$ cat config.mk
export PLATFORM = sky130hd
export DESIGN_NAME = cpwm_deadtime
export DESIGN_NICKNAME = d
export VERILOG_FILES = /design/src/rtl/cpwm_pkg.sv /design/src/rtl/cpwm_regs.sv /design/src/rtl/cpwm_counter.sv /design/src/rtl/cpwm_outgen.sv /design/src/rtl/cpwm_deadtime.sv
export SDC_FILE = /design/constraint.sdc
export NUM_CORES = 1
export LEC_CHECK = 0
export BUFFER_PORTS_ARGS = -buffer_cell sky130_fd_sc_hd__buf_4
export CAP_MARGIN = 20
export CORE_MARGIN = 1.5
export CORE_UTILIZATION = 30
export CTS_BUF_LIST = sky130_fd_sc_hd__clkbuf_16
export DETAILED_ROUTE_END_ITERATION = 7
export RECOVER_POWER = 50
export SKIP_LAST_GASP = 1
export SLEW_MARGIN = 10
export SYNTH_ARGS = -nofsm -noshare
export SYNTH_HDL_FRONTEND = slang
export SYNTH_HIERARCHICAL = 1
export SYNTH_SLANG_ARGS = --single-unit
$ cat constraint.sdc
create_clock -name clk -period 4.5 [get_ports clk]
set_input_delay 1.35 -clock clk [delete_from_list [all_inputs] [get_ports clk]]
set_output_delay 1.35 -clock clk [all_outputs]
set_load 0.02 [all_outputs]
$ cat src/rtl/cpwm_pkg.sv
package cpwm_pkg;
    localparam int CPWM_W   = 16;
    localparam int CPWM_PH  = 3;
    localparam int CPWM_DT0 = 4;
    localparam int CPWM_CY0 = 100;
    localparam int CPWM_CD0 = 96;

    typedef enum logic {DIR_UP = 1'b0, DIR_DOWN = 1'b1} cnt_dir_e;

    // registers 0..1 are limits, 2.. are duties
    function automatic int reg_count(input int nph);
        return nph + 2;
    endfunction

    // shadow group: 0 = control bit 0, 1 = control bit 1
    function automatic int reg_group(input int idx);
        return (idx <= 2) ? 0 : 1;
    endfunction
endpackage

$ cat src/rtl/cpwm_regs.sv
module cpwm_regs
    import cpwm_pkg::*;
#(
    parameter int W      = CPWM_W,
    parameter int NPH    = CPWM_PH,
    parameter int DT_RST = CPWM_DT0,
    parameter int CY_RST = CPWM_CY0,
    parameter int CD_RST = CPWM_CD0,
    parameter int AW     = 3
) (
    input  logic                    clk,
    input  logic                    rst,
    input  logic                    we,
    input  logic [AW-1:0]           addr,
    input  logic [W-1:0]            wdata,
    input  logic                    xfer,
    output logic [W-1:0]            eff_cyc,
    output logic [W-1:0]            eff_cd,
    output logic [NPH-1:0][W-1:0]   duty,
    output logic [W-1:0]            dt
);
    localparam int NREG = reg_count(NPH);
    localparam int A_DT = NREG;
    localparam int A_CT = NREG + 1;

    logic [1:0]   ctrl;
    logic [W-1:0] shadow [NREG];
    logic [W-1:0] work   [NREG];

    always_ff @(posedge clk) begin
        if (rst) begin
            dt   <= W'(DT_RST);
            ctrl <= '0;
        end else if (we && addr == AW'(A_DT)) begin
            dt <= wdata;
        end else if (we && addr == AW'(A_CT)) begin
            ctrl <= wdata[1:0];
        end
    end

    for (genvar k = 0; k < NREG; k++) begin : g_reg
        localparam int GRP = reg_group(k);
        localparam logic [W-1:0] RV = (k == 0) ? W'(CY_RST) :
                                      (k == 1) ? W'(CD_RST) : '0;
        logic hit;
        assign hit = we && (addr == AW'(k));

        always_ff @(posedge clk) begin
            if (rst) begin
                shadow[k] <= RV;
                work[k]   <= RV;
            end else begin
                if (hit) shadow[k] <= wdata;
                if (hit && !ctrl[GRP]) work[k] <= wdata;
                else if (xfer)         work[k] <= shadow[k];
            end
        end

        if (k >= 2) begin : g_duty
            assign duty[k-2] = work[k];
        end

        p_shadow_hold_r8: assert property (@(posedge clk) disable iff (rst)
            (GRP == 0 && ctrl[0] && !xfer) |=> $stable(work[k]))
            else $error("working register changed outside a trough");
        p_shadow_hold_r9: assert property (@(posedge clk) disable iff (rst)
            (GRP == 1 && ctrl[1] && !xfer) |=> $stable(work[k]))
            else $error("working duty changed outside a trough");
    end

    assign eff_cyc = xfer ? shadow[0] : work[0];
    assign eff_cd  = xfer ? shadow[1] : work[1];
endmodule

$ cat src/rtl/cpwm_counter.sv
module cpwm_counter
    import cpwm_pkg::*;
#(
    parameter int W      = CPWM_W,
    parameter int DT_RST = CPWM_DT0
) (
    input  logic         clk,
    input  logic         rst,
    input  logic         start,
    input  logic [W-1:0] dt,
    input  logic [W-1:0] lim_lead,
    input  logic [W-1:0] lim_lag,
    output logic [W-1:0] lead,
    output logic [W-1:0] lag,
    output logic         run,
    output logic         xfer
);
    localparam logic [W-1:0] ONE = W'(1);

    cnt_dir_e     dir;
    logic [W-1:0] lead_up, lag_up;

    assign lead_up = lead + ONE;
    assign lag_up  = lag + ONE;
    assign xfer    = start && (lag == '0);

    always_ff @(posedge clk) begin
        if (rst) begin
            lead <= W'(DT_RST);
            lag  <= '0;
            dir  <= DIR_UP;
            run  <= 1'b0;
        end else begin
            run <= start;
            if (!start) begin
                lead <= dt;
                lag  <= '0;
                dir  <= DIR_UP;
            end else if (dir == DIR_UP) begin
                lead <= lead_up;
                lag  <= lag_up;
                if (lead_up >= lim_lead || lag_up >= lim_lag) dir <= DIR_DOWN;
            end else begin
                lead <= lead - ONE;
                lag  <= lag - ONE;
                if (lag == ONE) dir <= DIR_UP;
            end
        end
    end

    p_offset_kept_r3: assert property (@(posedge clk) disable iff (rst)
        start |=> (W'(lead - lag) == $past(W'(lead - lag))))
        else $error("counter offset drifted");
    p_park_state_r4: assert property (@(posedge clk) disable iff (rst)
        !start |=> (lead == $past(dt) && lag == '0))
        else $error("parked counter state wrong");
endmodule

$ cat src/rtl/cpwm_outgen.sv
module cpwm_outgen
    import cpwm_pkg::*;
#(
    parameter int W   = CPWM_W,
    parameter int NPH = CPWM_PH
) (
    input  logic                  clk,
    input  logic                  rst,
    input  logic                  run,
    input  logic [W-1:0]          lead,
    input  logic [W-1:0]          lag,
    input  logic [NPH-1:0][W-1:0] duty,
    output logic [NPH-1:0]        pos,
    output logic [NPH-1:0]        neg
);
    for (genvar k = 0; k < NPH; k++) begin : g_ph
        assign pos[k] = run && (lead < duty[k]);
        assign neg[k] = run && (lag >= duty[k]);

        p_no_overlap_r7: assert property (@(posedge clk) disable iff (rst)
            !(pos[k] && neg[k]))
            else $error("phase outputs overlap");
    end
endmodule

$ cat src/rtl/cpwm_deadtime.sv
module cpwm_deadtime
    import cpwm_pkg::*;
#(
    parameter int W      = CPWM_W,
    parameter int NPH    = CPWM_PH,
    parameter int DT_RST = CPWM_DT0,
    parameter int CY_RST = CPWM_CY0,
    parameter int CD_RST = CPWM_CD0,
    localparam int AW    = $clog2(reg_count(NPH) + 2)
) (
    input  logic           clk,
    input  logic           rst,
    input  logic           start,
    input  logic           wr_en,
    input  logic [AW-1:0]  wr_addr,
    input  logic [W-1:0]   wr_data,
    output logic [NPH-1:0] pwm_pos,
    output logic [NPH-1:0] pwm_neg,
    output logic [W-1:0]   cnt_lead,
    output logic [W-1:0]   cnt_lag
);
    logic [W-1:0]          eff_cyc, eff_cd, dt;
    logic [NPH-1:0][W-1:0] duty;
    logic                  run, xfer;

    cpwm_regs #(.W(W), .NPH(NPH), .DT_RST(DT_RST), .CY_RST(CY_RST),
                .CD_RST(CD_RST), .AW(AW)) u_regs (
        .clk(clk), .rst(rst), .we(wr_en), .addr(wr_addr), .wdata(wr_data),
        .xfer(xfer), .eff_cyc(eff_cyc), .eff_cd(eff_cd), .duty(duty), .dt(dt)
    );

    cpwm_counter #(.W(W), .DT_RST(DT_RST)) u_cnt (
        .clk(clk), .rst(rst), .start(start), .dt(dt),
        .lim_lead(eff_cyc), .lim_lag(eff_cd),
        .lead(cnt_lead), .lag(cnt_lag), .run(run), .xfer(xfer)
    );

    cpwm_outgen #(.W(W), .NPH(NPH)) u_out (
        .clk(clk), .rst(rst), .run(run), .lead(cnt_lead), .lag(cnt_lag),
        .duty(duty), .pos(pwm_pos), .neg(pwm_neg)
    );

    p_stop_quiet_r4: assert property (@(posedge clk) disable iff (rst)
        $fell(start) |=> (pwm_pos == '0 && pwm_neg == '0))
        else $error("outputs active after stop");
endmodule

==> impl_metrics.tcl <==
set metrics [dict create \
    status "complete, but fails checks" \
    violations "max-capacitance violations, max-slew violations" \
    finalCriticalPeriod_ns 4.06 \
    combPwrFrac 0.141 \
    die_y_um 213 \
    min_path_type "reg2reg" \
    p_switching_uw 1280 \
    crit_start "rst" \
    cts_hold_buf 0 \
    cts_buffer_depth 3 \
    power_density_mw_per_mm2 318 \
    netlist_instances 1290 \
    gr-total-overflow 0 \
    gp_congestion 0.932 \
    root_buffer "clkbuf_16" \
    drtPass1Iterations 5 \
    synthMostInstantiatedCell "edfxtp_1" \
    yosysSeqAreaShare 0.441 \
    postRouteAntennaNets 0 \
    endpoint_kind "register" \
    finalNetCount 1493 \
    finalCritPeriodShare 0.903 \
    slew_headroom -0.371 \
    skew_ns 0.0135 \
    core-area_mm2 0.0434 \
    worst_pin_slew_ns 2.06 \
    seqPwrFrac 0.484 \
    io_pins 61 \
    worstPathArrival_ns 4.30 \
    grt_first_pass_wirelength_mm 60.3 \
    wl_per_cell_um 20.6 \
    cts_tree "yes" \
    vias_per_cell 5.21 \
    slew_viol_final 48 \
    p_leak_uw 0.00609 \
    place_area_mm2 0.0144 \
    antenna_found_initial 1 \
    vdd_drop_max_v 0.000216 \
    dp_cells 1897 \
    start_util 0.306 \
    synthDistinctLibCells 63 \
    drt_wl_total_mm 40.0 \
    final_area_mm2 0.0151 \
    setup_violations 0 \
    grt_max_degree 49 \
    clkPwrFrac 0.375 \
    design.die.area_mm2 0.0455 \
    drive_above_1_share 0.124 \
    worst_hold_slack_ns 0.461 \
    swShare 0.266 \
    synth_nets 1444 \
    synth_area_mm2 0.0133 \
    dpl.hpwl_mm 29.4 \
    tns_ns 0 \
    synth_ff_type "edfxtp_1" \
    num_antenna_cells 0 \
    syn_area_per_cell_um2 10.3 \
    cp_max_fo 48 \
    insertion_delay_ns 0.53 \
    cap_violations 1 \
    fmax_mhz 246 \
    vias 10100 \
    synthToLayoutAreaGrowth_pct 13.7 \
    port_buffers 60 \
    async_flop_share 0 \
    ys_warn_count 6 \
    clock-sinks 212 \
    required_ns 4.74 \
    synth_area_leaders "edfxtp_1 (36%), ha_1 (12%), dfxtp_1 (7.9%)" \
    die_x_um 213 \
    drc 0 \
    cts_made_buffers 24 \
    power_uw 4790 \
    r2r-start "u_cnt/lag[9]" \
    grt_pass1_vias 9744 \
    worstSetupPathType "in2reg" \
    synth_enable_flop_cells 160 \
    rows 76 \
    synth_top_cell_by_area "edfxtp_1" \
    ys_top_cells_by_count "edfxtp_1 (160), nand2_1 (136), ha_1 (131), inv_1 (89), and2_1 (76)" \
    cts.htree.levels 1 \
    internal_power_uw 3510 \
    fin_cells 1942 \
    synth_top_area_share 0.362 \
    clkTransAtPathRegs_ns 0.06 \
    drtIter0Drc 896 \
    hp-start "u_regs/dt[9]" \
    post_cts_buffers 0 \
    post_cts_resized 0 \
    hold_viol 0 \
    start_kind "input pin" \
    synth_seq_cells 212 \
    grt_usage 0.176 \
    rsz0062_at_grt "no" \
]
## cell families (layout without fill, tap and decap cells)
kind of cell	count (synthesis)	in the layout	synth area share
AOI/OAI and AO/OA	199	199	0.102
buffers and inverters	159	226	0.0490
DFF	212	212	0.441
and+or+nand+nor	451	451	0.183
xor gates and xnor gates	51	51	0.0337
muxes	87	87	0.0687
adders and majority gates	131	131	0.124
## final timing paths
| check | end | slack (ns) | cells after the start |
|---|---|---|---|
| hold / removal | u_regs/dt[9] | 0.46 | 2 |
| hold reg to reg | u_regs/dt[9] | 0.46 | 2 |
| setup reg to reg | u_cnt/dir | 0.74 | 13 |
| setup / recovery | u_regs/work[3][6] | 0.44 | 6 |
## cell usage in the layout (no fill, tap or decap), drive strengths merged, types with 4 or more instances in the layout
cell	instances
edfxtp	160
nand2	136
ha	131
inv	96
buf	85
and2	77
a21oi	74
nor2	59
mux2i	55
dfxtp	52
nand2b	35
clkbuf	33
mux2	32
xor2	28
o21ai	28
nand4	27
a32o	27
nand3	24
xnor2	23
nor4	21
nor3	21
a21o	16
or4	10
clkinv	8
a31oi	7
a211oi	7
o32a	6
and4b	6
nor2b	6
or3	5
o32ai	5
a22oi	5
or2	4
nand4b	4
o22ai	4
and4	4
clkinvlp	4
and3	4
## through the flow
| stage | util | setup slack (ns) |
|---|---|---|
| after global routing | 0.348 | 0.166 |
| after floorplan | - | 0.470 |
| after CTS | 0.349 | 0.548 |
| after detailed placement | 0.332 | 0.553 |
| after global placement | 0.332 | 0.632 |
| final | 0.348 | 0.436 |
## sequential cells by signal, indices dropped and copies added, names as in the netlist
| name | cells |
|---|---|
| u_regs/dt | 16 |
| u_regs/shadow | 80 |
| u_regs/work | 80 |
| u_cnt/lag | 16 |
| u_cnt/dir | 1 |
| u_cnt/run | 1 |
| u_cnt/lead | 16 |
| u_regs/ctrl | 2 |
## power groups by stage
stage / registers [uW] / logic [uW] / clock network (uW)
2_1_floorplan: 2330 / 451 / 0
3_3_place_gp: 2360 / 650 / 0
3_5_place_dp: 2360 / 671 / 0
4_1_cts: 2320 / 675 / 1830
5_1_grt: 2330 / 751 / 1900
6_report: 2320 / 675 / 1800
## critical path, cell delays in order
cell and delay [ns]:
clkbuf_1 0.72, clkbuf_1 1.54, nor2b_2 0.05, buf_4 0.34, nand2_1 0.13, mux2i_1 0.12
## layout make-up
| cell class | instances | area, um2 |
|---|---|---|
| Inverter | 89 | 334 |
| Timing Repair Buffer | 93 | 681 |
| Multi-Input combinational cell | 919 | 6760 |
| Clock inverter | 19 | 103 |
| Clock buffer | 25 | 626 |
| Fill cell | 4396 | 28300 |
| Tap cell | 585 | 732 |
| Sequential cell | 212 | 5850 |
## metal layers
layer  global-route usage  routed length, um  share of wire
met5                    0                 13        0.00032
met4               0.0823               1860          0.046
met3               0.0284               2790          0.070
met2                0.277              17800           0.44
met1                0.237              17600           0.44
No activity file was read; power rests on OpenSTA's default activity.
